$ cat src/rtl/led_sel_pkg.sv
package led_sel_pkg;

  localparam int DATA_W = 8;
  localparam int ADDR_W = 2;

  typedef enum logic [1:0] {
    SRC_OFF  = 2'b00,
    SRC_ON   = 2'b01,
    SRC_WAV0 = 2'b10,
    SRC_WAV1 = 2'b11
  } src_e;

  localparam logic [ADDR_W-1:0] ADDR_PADS  = 2'd0;
  localparam logic [ADDR_W-1:0] ADDR_DUTY0 = 2'd1;
  localparam logic [ADDR_W-1:0] ADDR_DUTY1 = 2'd2;
  localparam logic [ADDR_W-1:0] ADDR_SRC   = 2'd3;

endpackage

$ cat src/rtl/led_rst_sync.sv
module led_rst_sync #(
  parameter int STAGES = 2
) (
  input  logic clk,
  input  logic rst_n,
  output logic rst_n_sync
);

  logic [STAGES-1:0] sync_q;

  always_ff @(posedge clk or negedge rst_n) begin
    if (!rst_n) sync_q <= '0;
    else        sync_q <= {sync_q[STAGES-2:0], 1'b1};
  end

  assign rst_n_sync = sync_q[STAGES-1];

endmodule

$ cat src/rtl/led_tick_counter.sv
module led_tick_counter #(
  parameter int W = 8
) (
  input  logic         clk,
  input  logic         rst_n,
  output logic [W-1:0] cnt_q,
  output logic         wrap
);

  logic [W-1:0] cnt_d;

  always_comb begin
    cnt_d = cnt_q + 1'b1;
  end

  always_ff @(posedge clk or negedge rst_n) begin
    if (!rst_n) cnt_q <= '0;
    else        cnt_q <= cnt_d;
  end

  assign wrap = (cnt_q == '1);

endmodule

$ cat src/rtl/led_duty_channel.sv
module led_duty_channel #(
  parameter int          W       = 8,
  parameter logic [W-1:0] RST_VAL = 8'h80
) (
  input  logic         clk,
  input  logic         rst_n,
  input  logic         wr_stb,
  input  logic [W-1:0] wr_val,
  input  logic         wrap,
  input  logic [W-1:0] cnt,
  output logic [W-1:0] pend_q,
  output logic [W-1:0] act_q,
  output logic         wave_low
);

  logic [W-1:0] pend_d;
  logic [W-1:0] act_d;
  logic         act_en;

  always_comb begin
    pend_d = wr_stb ? wr_val : pend_q;
    act_en = wrap;
    act_d  = pend_d;
  end

  always_ff @(posedge clk or negedge rst_n) begin
    if (!rst_n) begin
      pend_q <= RST_VAL;
      act_q  <= RST_VAL;
    end else begin
      pend_q <= pend_d;
      if (act_en) act_q <= act_d;
    end
  end

  assign wave_low = (cnt < act_q);

endmodule

$ cat src/rtl/led_pin_mux.sv
module led_pin_mux
  import led_sel_pkg::*;
(
  input  src_e       src,
  input  logic [1:0] wave_low,
  output logic       drv_low
);

  always_comb begin
    unique case (src)
      SRC_OFF:  drv_low = 1'b0;
      SRC_ON:   drv_low = 1'b1;
      SRC_WAV0: drv_low = wave_low[0];
      SRC_WAV1: drv_low = wave_low[1];
      default:  drv_low = 1'b0;
    endcase
  end

endmodule

$ cat src/rtl/led_pwm_selector.sv
module led_pwm_selector
  import led_sel_pkg::*;
#(
  parameter int                NUM_PINS  = 2,
  parameter int                SYNC_STG  = 2,
  parameter logic [DATA_W-1:0] RST_DUTY0 = 8'h80,
  parameter logic [DATA_W-1:0] RST_DUTY1 = 8'h80
) (
  input  logic                clk,
  input  logic                rst_n,
  input  logic                wr_en,
  input  logic [ADDR_W-1:0]   addr,
  input  logic [DATA_W-1:0]   wr_data,
  output logic [DATA_W-1:0]   rd_data,
  input  logic [NUM_PINS-1:0] pad_in,
  output logic [NUM_PINS-1:0] drv_low
);

  localparam int                NUM_WAV  = 2;
  localparam int                SEL_W    = 2 * NUM_PINS;
  localparam logic [DATA_W-1:0] SEL_MASK = DATA_W'((1 << SEL_W) - 1);

  logic                           core_rst_n;
  logic [DATA_W-1:0]              cnt_q;
  logic                           wrap;
  logic [NUM_WAV-1:0][DATA_W-1:0] duty_pend;
  logic [NUM_WAV-1:0][DATA_W-1:0] duty_act;
  logic [NUM_WAV-1:0]             wave_low;
  logic [SEL_W-1:0]               sel_q;
  logic [SEL_W-1:0]               sel_d;
  logic                           sel_we;

  led_rst_sync #(.STAGES(SYNC_STG)) u_rst (
    .clk        (clk),
    .rst_n      (rst_n),
    .rst_n_sync (core_rst_n)
  );

  led_tick_counter #(.W(DATA_W)) u_cnt (
    .clk   (clk),
    .rst_n (core_rst_n),
    .cnt_q (cnt_q),
    .wrap  (wrap)
  );

  for (genvar ch = 0; ch < NUM_WAV; ch++) begin : g_wav
    localparam logic [DATA_W-1:0] RV = (ch == 0) ? RST_DUTY0 : RST_DUTY1;
    logic wr_stb;
    assign wr_stb = wr_en && (addr == ADDR_W'(ch + 1));
    led_duty_channel #(.W(DATA_W), .RST_VAL(RV)) u_duty (
      .clk      (clk),
      .rst_n    (core_rst_n),
      .wr_stb   (wr_stb),
      .wr_val   (wr_data),
      .wrap     (wrap),
      .cnt      (cnt_q),
      .pend_q   (duty_pend[ch]),
      .act_q    (duty_act[ch]),
      .wave_low (wave_low[ch])
    );
  end

  always_comb begin
    sel_we = wr_en && (addr == ADDR_SRC);
    sel_d  = sel_we ? wr_data[SEL_W-1:0] : sel_q;
  end

  always_ff @(posedge clk or negedge core_rst_n) begin
    if (!core_rst_n) sel_q <= '0;
    else             sel_q <= sel_d;
  end

  for (genvar p = 0; p < NUM_PINS; p++) begin : g_pin
    led_pin_mux u_mux (
      .src      (src_e'(sel_q[2*p +: 2])),
      .wave_low (wave_low),
      .drv_low  (drv_low[p])
    );
  end

  always_comb begin
    unique case (addr)
      ADDR_PADS:  rd_data = DATA_W'(pad_in);
      ADDR_DUTY0: rd_data = duty_pend[0];
      ADDR_DUTY1: rd_data = duty_pend[1];
      default:    rd_data = DATA_W'(sel_q) | ~SEL_MASK;
    endcase
  end

endmodule

$ cat config.mk
export PLATFORM = sky130hd
export DESIGN_NAME = led_pwm_selector
export DESIGN_NICKNAME = d
export VERILOG_FILES = /design/src/rtl/led_sel_pkg.sv /design/src/rtl/led_rst_sync.sv /design/src/rtl/led_tick_counter.sv /design/src/rtl/led_duty_channel.sv /design/src/rtl/led_pin_mux.sv /design/src/rtl/led_pwm_selector.sv
export SDC_FILE = /design/constraint.sdc
export NUM_CORES = 1
export LEC_CHECK = 0
export ABC_AREA = 1
export BUFFER_PORTS_ARGS = -buffer_cell sky130_fd_sc_hd__buf_4
export CAP_MARGIN = 20
export CORE_MARGIN = 4
export CORE_UTILIZATION = 58
export DETAILED_ROUTE_END_ITERATION = 16
export PLACE_DENSITY = 0.79
export SLEW_MARGIN = 10
export SYNTH_ARGS = -nofsm -noshare
export SYNTH_HDL_FRONTEND = slang
export SYNTH_SLANG_ARGS = --single-unit
$ cat constraint.sdc
create_clock -name clk -period 2.35 [get_ports clk]
set_clock_uncertainty 0.05 [all_clocks]
set_input_delay 0.705 -clock clk [delete_from_list [all_inputs] [get_ports clk]]
set_output_delay 0.705 -clock clk [all_outputs]
set_load 0.01 [all_outputs]
==> flow_summary.json, run 1 <==
{
  "antenna_cells": 0,
  "cts-root-buf": "clkbuf_8",
  "hold_buffers": 0,
  "initial_core_util_pct": 60.0,
  "syn_area_mm2": 0.00240,
  "synthMuxAreaShare_pct": 0,
  "drive_gt1_share_pct": 22.4,
  "path_class": "flop to output port",
  "gr-total-overflow": 0,
  "final_max_slew_viol_count": 0,
  "path_max_fanout": 5,
  "layout_common_cells": "71 x nand2_1, 50 x inv_1, 38 x dfrtp_1, 24 x buf_4, 17 x o21a_1",
  "cts.sinks": 46,
  "use_met1_pct": 27.6,
  "dpl.hpwl_mm": 3.49,
  "synth-simple-area-share_pct": 18.6,
  "drc": 0,
  "die_y_um": 72.3,
  "power.total_mw": 1.82,
  "synth_top_family_by_area": "simple AND/OR/NAND/NOR gates",
  "grt.met2_usage_pct": 33.4,
  "placed_cells": 344,
  "synth_cell_types": 27,
  "syn_area_per_cell_um2": 8.70,
  "crit_arrival_ns": 1.78,
  "worst_setup_path_end_kind": "output port",
  "synthCells": 276,
  "die_w_um": 72.3,
  "relSlewSlack_pct": 36.5,
  "area_growth_pct": 17.1,
  "syn_nets": 306,
  "io_pins": 25,
  "grt_pass1_wl_mm": 8.27,
  "p_switching_mw": 0.481,
  "port_buffers": 24,
  "final_nets": 332,
  "ys_warn_count": 0,
  "final_antenna_net_count": 0,
  "cts_max_path_buffers": 2,
  "powerDensity_mw_per_mm2": 645,
  "cts_tree": "done",
  "hold_viol_final": 0,
  "ys_ff_latch": 46,
  "drv_cap": 0,
  "peakVddDrop_v": 0.000490,
  "synth-seq-area-share_pct": 48.2,
  "period_share_pct": 108,
  "track_usage_pct": 20.7,
  "core_area_mm2": 0.00400,
  "setup_viol_count_final": 2,
  "synthXorXnorAreaFrac_pct": 2.19,
  "antenna_found_initial": 0,
  "p_leak_nw": 1.47,
  "worstPathRequired_ns": 1.59,
  "cp-start-kind": "flop",
  "die_area_mm2": 0.00523,
  "layout.cells.non_filler": 353,
  "grt_max_degree": 45,
  "fin_ws_ns": -0.185,
  "swShare_pct": 26.5,
  "hold_class": "input port to asynchronous set/reset pin",
  "met3_usage_pct": 3.88,
  "busiest_layer": "met2",
  "fin_crit_ns": 2.53,
  "p_seq_share_pct": 51.2,
  "fmax_mhz": 395,
  "drt_wl_total_mm": 4.84,
  "tns_ns": -0.323,
  "final_common_cell": "nand2_1",
  "cts_made_buffers": 5,
  "internal-power_mw": 1.33,
  "place_congestion": 0.799,
  "tightestPinTransition_ns": 0.952,
  "h-tree-depth": 2,
  "drtIter0Drc": 75,
  "vias": 1799,
  "synth_compound_area_share_pct": 12.5,
  "p_clk_share_pct": 31.2,
  "vias_per_cell": 5.10,
  "status": "finished with violations",
  "fillers": 329,
  "fp-row-count": 23,
  "wl_per_cell_um": 13.7,
  "synthAdderAreaFrac_pct": 7.82,
  "final_core_util_pct": 70.3,
  "firstDrtPassIters": 4,
  "grt_pass1_vias": 1829,
  "rsz0062_at_grt": "yes",
  "p_comb_share_pct": 17.6,
  "violations": "setup timing",
  "clock_latency_ns": 0.29,
  "path_clk_slew_ns": 0.08
}
## final timing paths
kind	from	endpoint	slack, ns	cells past startpoint
min in group clk	u_rst.sync_q[0]	u_rst.sync_q[1]	0.31	0
worst max-delay path	u_cnt.cnt_q[5]	drv_low[0]	-0.18	6
worst min register to register	u_rst.sync_q[0]	u_rst.sync_q[1]	0.31	0
worst min-delay path	rst_n	u_rst.sync_q[1]	0.13	1
worst max register to register	u_cnt.cnt_q[1]	g_wav[1].u_duty.act_q[0]	0.64	7
max in group asynchronous	u_rst.sync_q[1]	u_cnt.cnt_q[7]	1.22	0
## power groups by stage
stage	clock (mW)	combinational, mW	sequential [mW]
3_3_place_gp	0	0.285	0.941
3_5_place_dp	0	0.296	0.943
4_1_cts	0.575	0.302	0.929
5_1_grt	0.618	0.361	0.940
2_1_floorplan	0	0.205	0.923
6_report	0.566	0.320	0.929
## layer usage
metal  up-vias  share of wire [%]  wire length, µm
met5         -                  0                0
met4         0                2.1              104
met3        10                3.7              179
met2        35                 48             2330
met1       826                 46             2230
li1        928                  -                -
## cell usage after synthesis, drive strengths merged
library cell / number / share of area [%]
a21oi: 4 / 0.83
a221o: 4 / 1.9
buf: 6 / 2.0
clkbuf: 1 / 0.16
conb: 1 / 0.16
dfrtp: 42 / 44
dfstp: 4 / 4.4
ha: 15 / 7.8
inv: 54 / 8.4
nand2: 75 / 12
nand3: 13 / 2.9
nand4: 2 / 0.52
nor2: 8 / 1.9
nor3: 2 / 0.42
nor3b: 1 / 0.52
o211ai: 1 / 0.31
o21a: 17 / 5.3
o21ai: 20 / 4.2
xnor2: 1 / 0.36
xor2: 5 / 1.8
## per-stage QoR
| step | cell area, µm² | hold WS (ns) | worst slack (ns) |
|---|---|---|---|
| finish | 2810 | 0.125 | -0.185 |
| global route | 2810 | 0.104 | -0.240 |
| floorplan | 2400 | 0.281 | 0.218 |
| CTS | 2740 | 0.121 | -0.176 |
| global placement | 2600 | 0.291 | 0.0806 |
| detailed placement | 2600 | 0.286 | 0.0583 |
## registers in the layout, summed over array words and instances (netlist names)
register             cells
g_wav.u_duty.pend_q     16
g_wav.u_duty.act_q      16
sel_q                    4
u_cnt.cnt_q              8
u_rst.sync_q             2
## cells by family (layout without fill, tap and decap cells)
kind of cell,Yosys count,in the layout
AOI/OAI and AO/OA,46,46
xor gates and xnor gates,6,6
adders and majority gates,15,15
buffers and inverters,61,88
DFF,46,46
other,1,1
and+or+nand+nor,101,101
## final cells by class
type,instances,area (µm²),area share [%]
Sequential cell,46,1160,41.3
Multi-Input combinational cell,169,1080,38.3
Timing Repair Buffer,26,203,7.21
Inverter,54,203,7.21
Clock buffer,7,76.3,2.71
Tap cell,50,62.6,2.22
Clock inverter,1,30.0,1.07
## timing repair
item,4_1_cts,5_1_grt
pin swaps,8,8
setup endpoints to repair,2,2
endpoints found under the hold margin,0,0
gates resized for setup,6,17
buffers inserted,0,1
## worst max-delay path, stage by stage (launching register included)
cell and delay [ns]:
dfrtp_2 0.46, ha_1 0.34, a21oi_1 0.16, o21a_1 0.22, nand3_1 0.12, nand3_2 0.09
buf_6 0.10
Power figures use the tool's default switching activity.
==> inputs of run 2 (changes only) <==
--- a/config.mk
+++ b/config.mk
@@ -11,7 +11,7 @@
 export CORE_MARGIN = 4
 export CORE_UTILIZATION = 58
 export DETAILED_ROUTE_END_ITERATION = 16
-export PLACE_DENSITY = 0.79
+export PLACE_DENSITY_LB_ADDON = 0.12
 export SLEW_MARGIN = 10
 export SYNTH_ARGS = -nofsm -noshare
 export SYNTH_HDL_FRONTEND = slang
==> run 2 against run 1 <==
Compared with the run above: the flow still finishes with violations (setup timing); register-to-register slack hardly changed; worst setup slack better by 0.060 ns; sequential power is 2% lower; core utilization is 0.094 points higher; wire length is 2.4% lower; critical path depth is 3 higher; clock-buffer cell count stayed put.
==> flow_summary.json, run 2 (synthesis results as in run 1) <==
{
  "status": "finished with violations",
  "violations": "setup timing",
  "cts_max_path_buffers": 2,
  "rsz0062_at_grt": "yes",
  "worstPathRequired_ns": 1.59,
  "port_buffers": 24,
  "ff2ff_setup_slack_ns": 0.64,
  "final_nets": 333,
  "fin_ws_ns": -0.124,
  "slowest_delay_ns": 0.54,
  "grt_max_degree": 34,
  "die_area_mm2": 0.00523,
  "period_share_pct": 105,
  "cts.sinks": 46,
  "drive_gt1_share_pct": 24.3,
  "p_leak_nw": 1.47,
  "final_max_slew_viol_count": 0,
  "setup_viol_count_final": 2,
  "place_area_mm2": 0.00261,
  "drv_cap": 0,
  "clock_latency_ns": 0.29,
  "final_core_util_pct": 70.4,
  "fmax_mhz": 404,
  "crit_arrival_ns": 1.72,
  "core_area_mm2": 0.00400,
  "hold_viol_final": 0,
  "top_regs": "g_wav.u_duty.act_q x16, g_wav.u_duty.pend_q x16, u_cnt.cnt_q x8",
  "antenna_cells": 0,
  "firstDrtPassIters": 4,
  "path_class": "flop to output port",
  "layout_common_cells": "69 x nand2_1, 49 x inv_1, 38 x dfrtp_1, 25 x buf_4, 17 x o21a_1",
  "cts_made_buffers": 5,
  "timing.critical_path.to": "drv_low[0]",
  "r2r_end": "g_wav[1].u_duty.act_q[2]",
  "gr-total-overflow": 0,
  "cts_tree": "done",
  "h-tree-depth": 2,
  "fin_crit_ns": 2.47,
  "final_antenna_net_count": 0,
  "dpl.hpwl_mm": 3.37,
  "final_area_mm2": 0.00282,
  "drt_wl_total_mm": 4.72,
  "area_growth_pct": 17.3,
  "critPathBufInv": 3,
  "hold_class": "flop to asynchronous set/reset pin",
  "path_clk_slew_ns": 0.08,
  "die_y_um": 72.3,
  "io_pins": 25,
  "drtIter0Drc": 71,
  "place_congestion": 0.744,
  "antenna_found_initial": 0,
  "worst_setup_path_end_kind": "output port",
  "startpoint": "g_wav[1].u_duty.act_q[7]",
  "worstSetupPathDepth": 9,
  "die_w_um": 72.3,
  "fillers": 323,
  "fp-row-count": 23,
  "cp-start-kind": "flop",
  "grt_pass1_vias": 1638,
  "final_common_cell": "nand2_1",
  "powerDensity_mw_per_mm2": 617,
  "wl_per_cell_um": 13.3,
  "vias": 1776,
  "worstReg2RegStart": "u_cnt.cnt_q[1]",
  "peakVddDrop_v": 0.000376,
  "track_usage_pct": 18.4,
  "path_max_fanout": 2,
  "drc": 0,
  "path_cells": "inv_2, ha_4, nand2_2, inv_1, nor2_1, o21a_1, nand3_2, nand3_2, buf_6",
  "cp_slowest_cell": "dfstp_2",
  "r2r_cells": 7,
  "grt_pass1_wl_mm": 7.53,
  "cts-root-buf": "clkbuf_8",
  "crit_family": "flip-flops",
  "initial_core_util_pct": 60.0,
  "vias_per_cell": 5.02,
  "crit_top_cell": "nand3_2"
}
## run 2: cell types whose count changed in the layout (fill, tap and decap cells not counted), sizes merged
cell,delta
buf,+1
bufinv,-1
clkinv,+1
## run 2: through the flow
stage               hold WS (ns)  total power, mW  setup WS, ns  TNS, ns  std cells
detailed placement        0.0909             1.23        0.0530        0        345
global route              0.0996             1.82        -0.208   -0.392        354
global placement          0.0918             1.23        0.0772        0        345
finish                    0.0873             1.74        -0.124   -0.245        354
CTS                       0.0944             1.73        -0.122   -0.244        354
floorplan                  0.281             1.13         0.218        0        276
## run 2: power by group
part | internal [mW] | total (mW) | switching, mW
logic | 0.152 | 0.332 | 0.179
registers | 0.866 | 0.914 | 0.0486
clock network | 0.238 | 0.493 | 0.255
total | 1.26 | 1.74 | 0.483
## run 2: worst min-delay path by stage
stage / start / endpoint / slack (ns) / cells after the start
3_3_place_gp: u_rst.sync_q[1] / g_wav[0].u_duty.pend_q[0] / 0.09 / 0
2_1_floorplan: u_rst.sync_q[0] / u_rst.sync_q[1] / 0.28 / 0
3_5_place_dp: u_rst.sync_q[1] / g_wav[0].u_duty.pend_q[0] / 0.09 / 0
6_report: u_rst.sync_q[1] / g_wav[0].u_duty.pend_q[0] / 0.09 / 0
4_1_cts: u_rst.sync_q[1] / g_wav[1].u_duty.pend_q[4] / 0.09 / 0
5_1_grt: u_rst.sync_q[1] / g_wav[0].u_duty.pend_q[6] / 0.1 / 0
## run 2: cell type report
type	count	area, µm²	share of cell area, %
repair buffers	27	210	7.46
clock inverters	1	5.00	0.178
flip-flops and latches	46	1160	41.2
multi-input cells	169	1090	38.6
clock buffers	7	86.3	3.07
well taps	50	62.6	2.22
inverters	54	203	7.20
## run 2: worst register-to-register path, delay by kind of cell (launching register included)
kind                       cells  cell delay (ns)
buffers and inverters          1             0.24
adders and majority gates      1             0.21
and+or+nand+nor                4             0.60
DFF                            1             0.43
AOI/OAI and AO/OA              1             0.06
## run 2: layer usage
layer  vias to the layer above  routed length (µm)  track usage [%]
met5                         -                   0                0
li1                        915                   -                -
met4                         0                  31             5.43
met2                        35                2160             27.0
met3                         4                 179             3.19
met1                       822                2350             27.8
## run 2: what timing repair did
action,4_1_cts,5_1_grt
gates resized for setup,11,16
hold endpoints to repair,0,0
setup endpoints to repair,2,3
pin swaps,11,12
hold buffers,0,0
buffers inserted,1,0
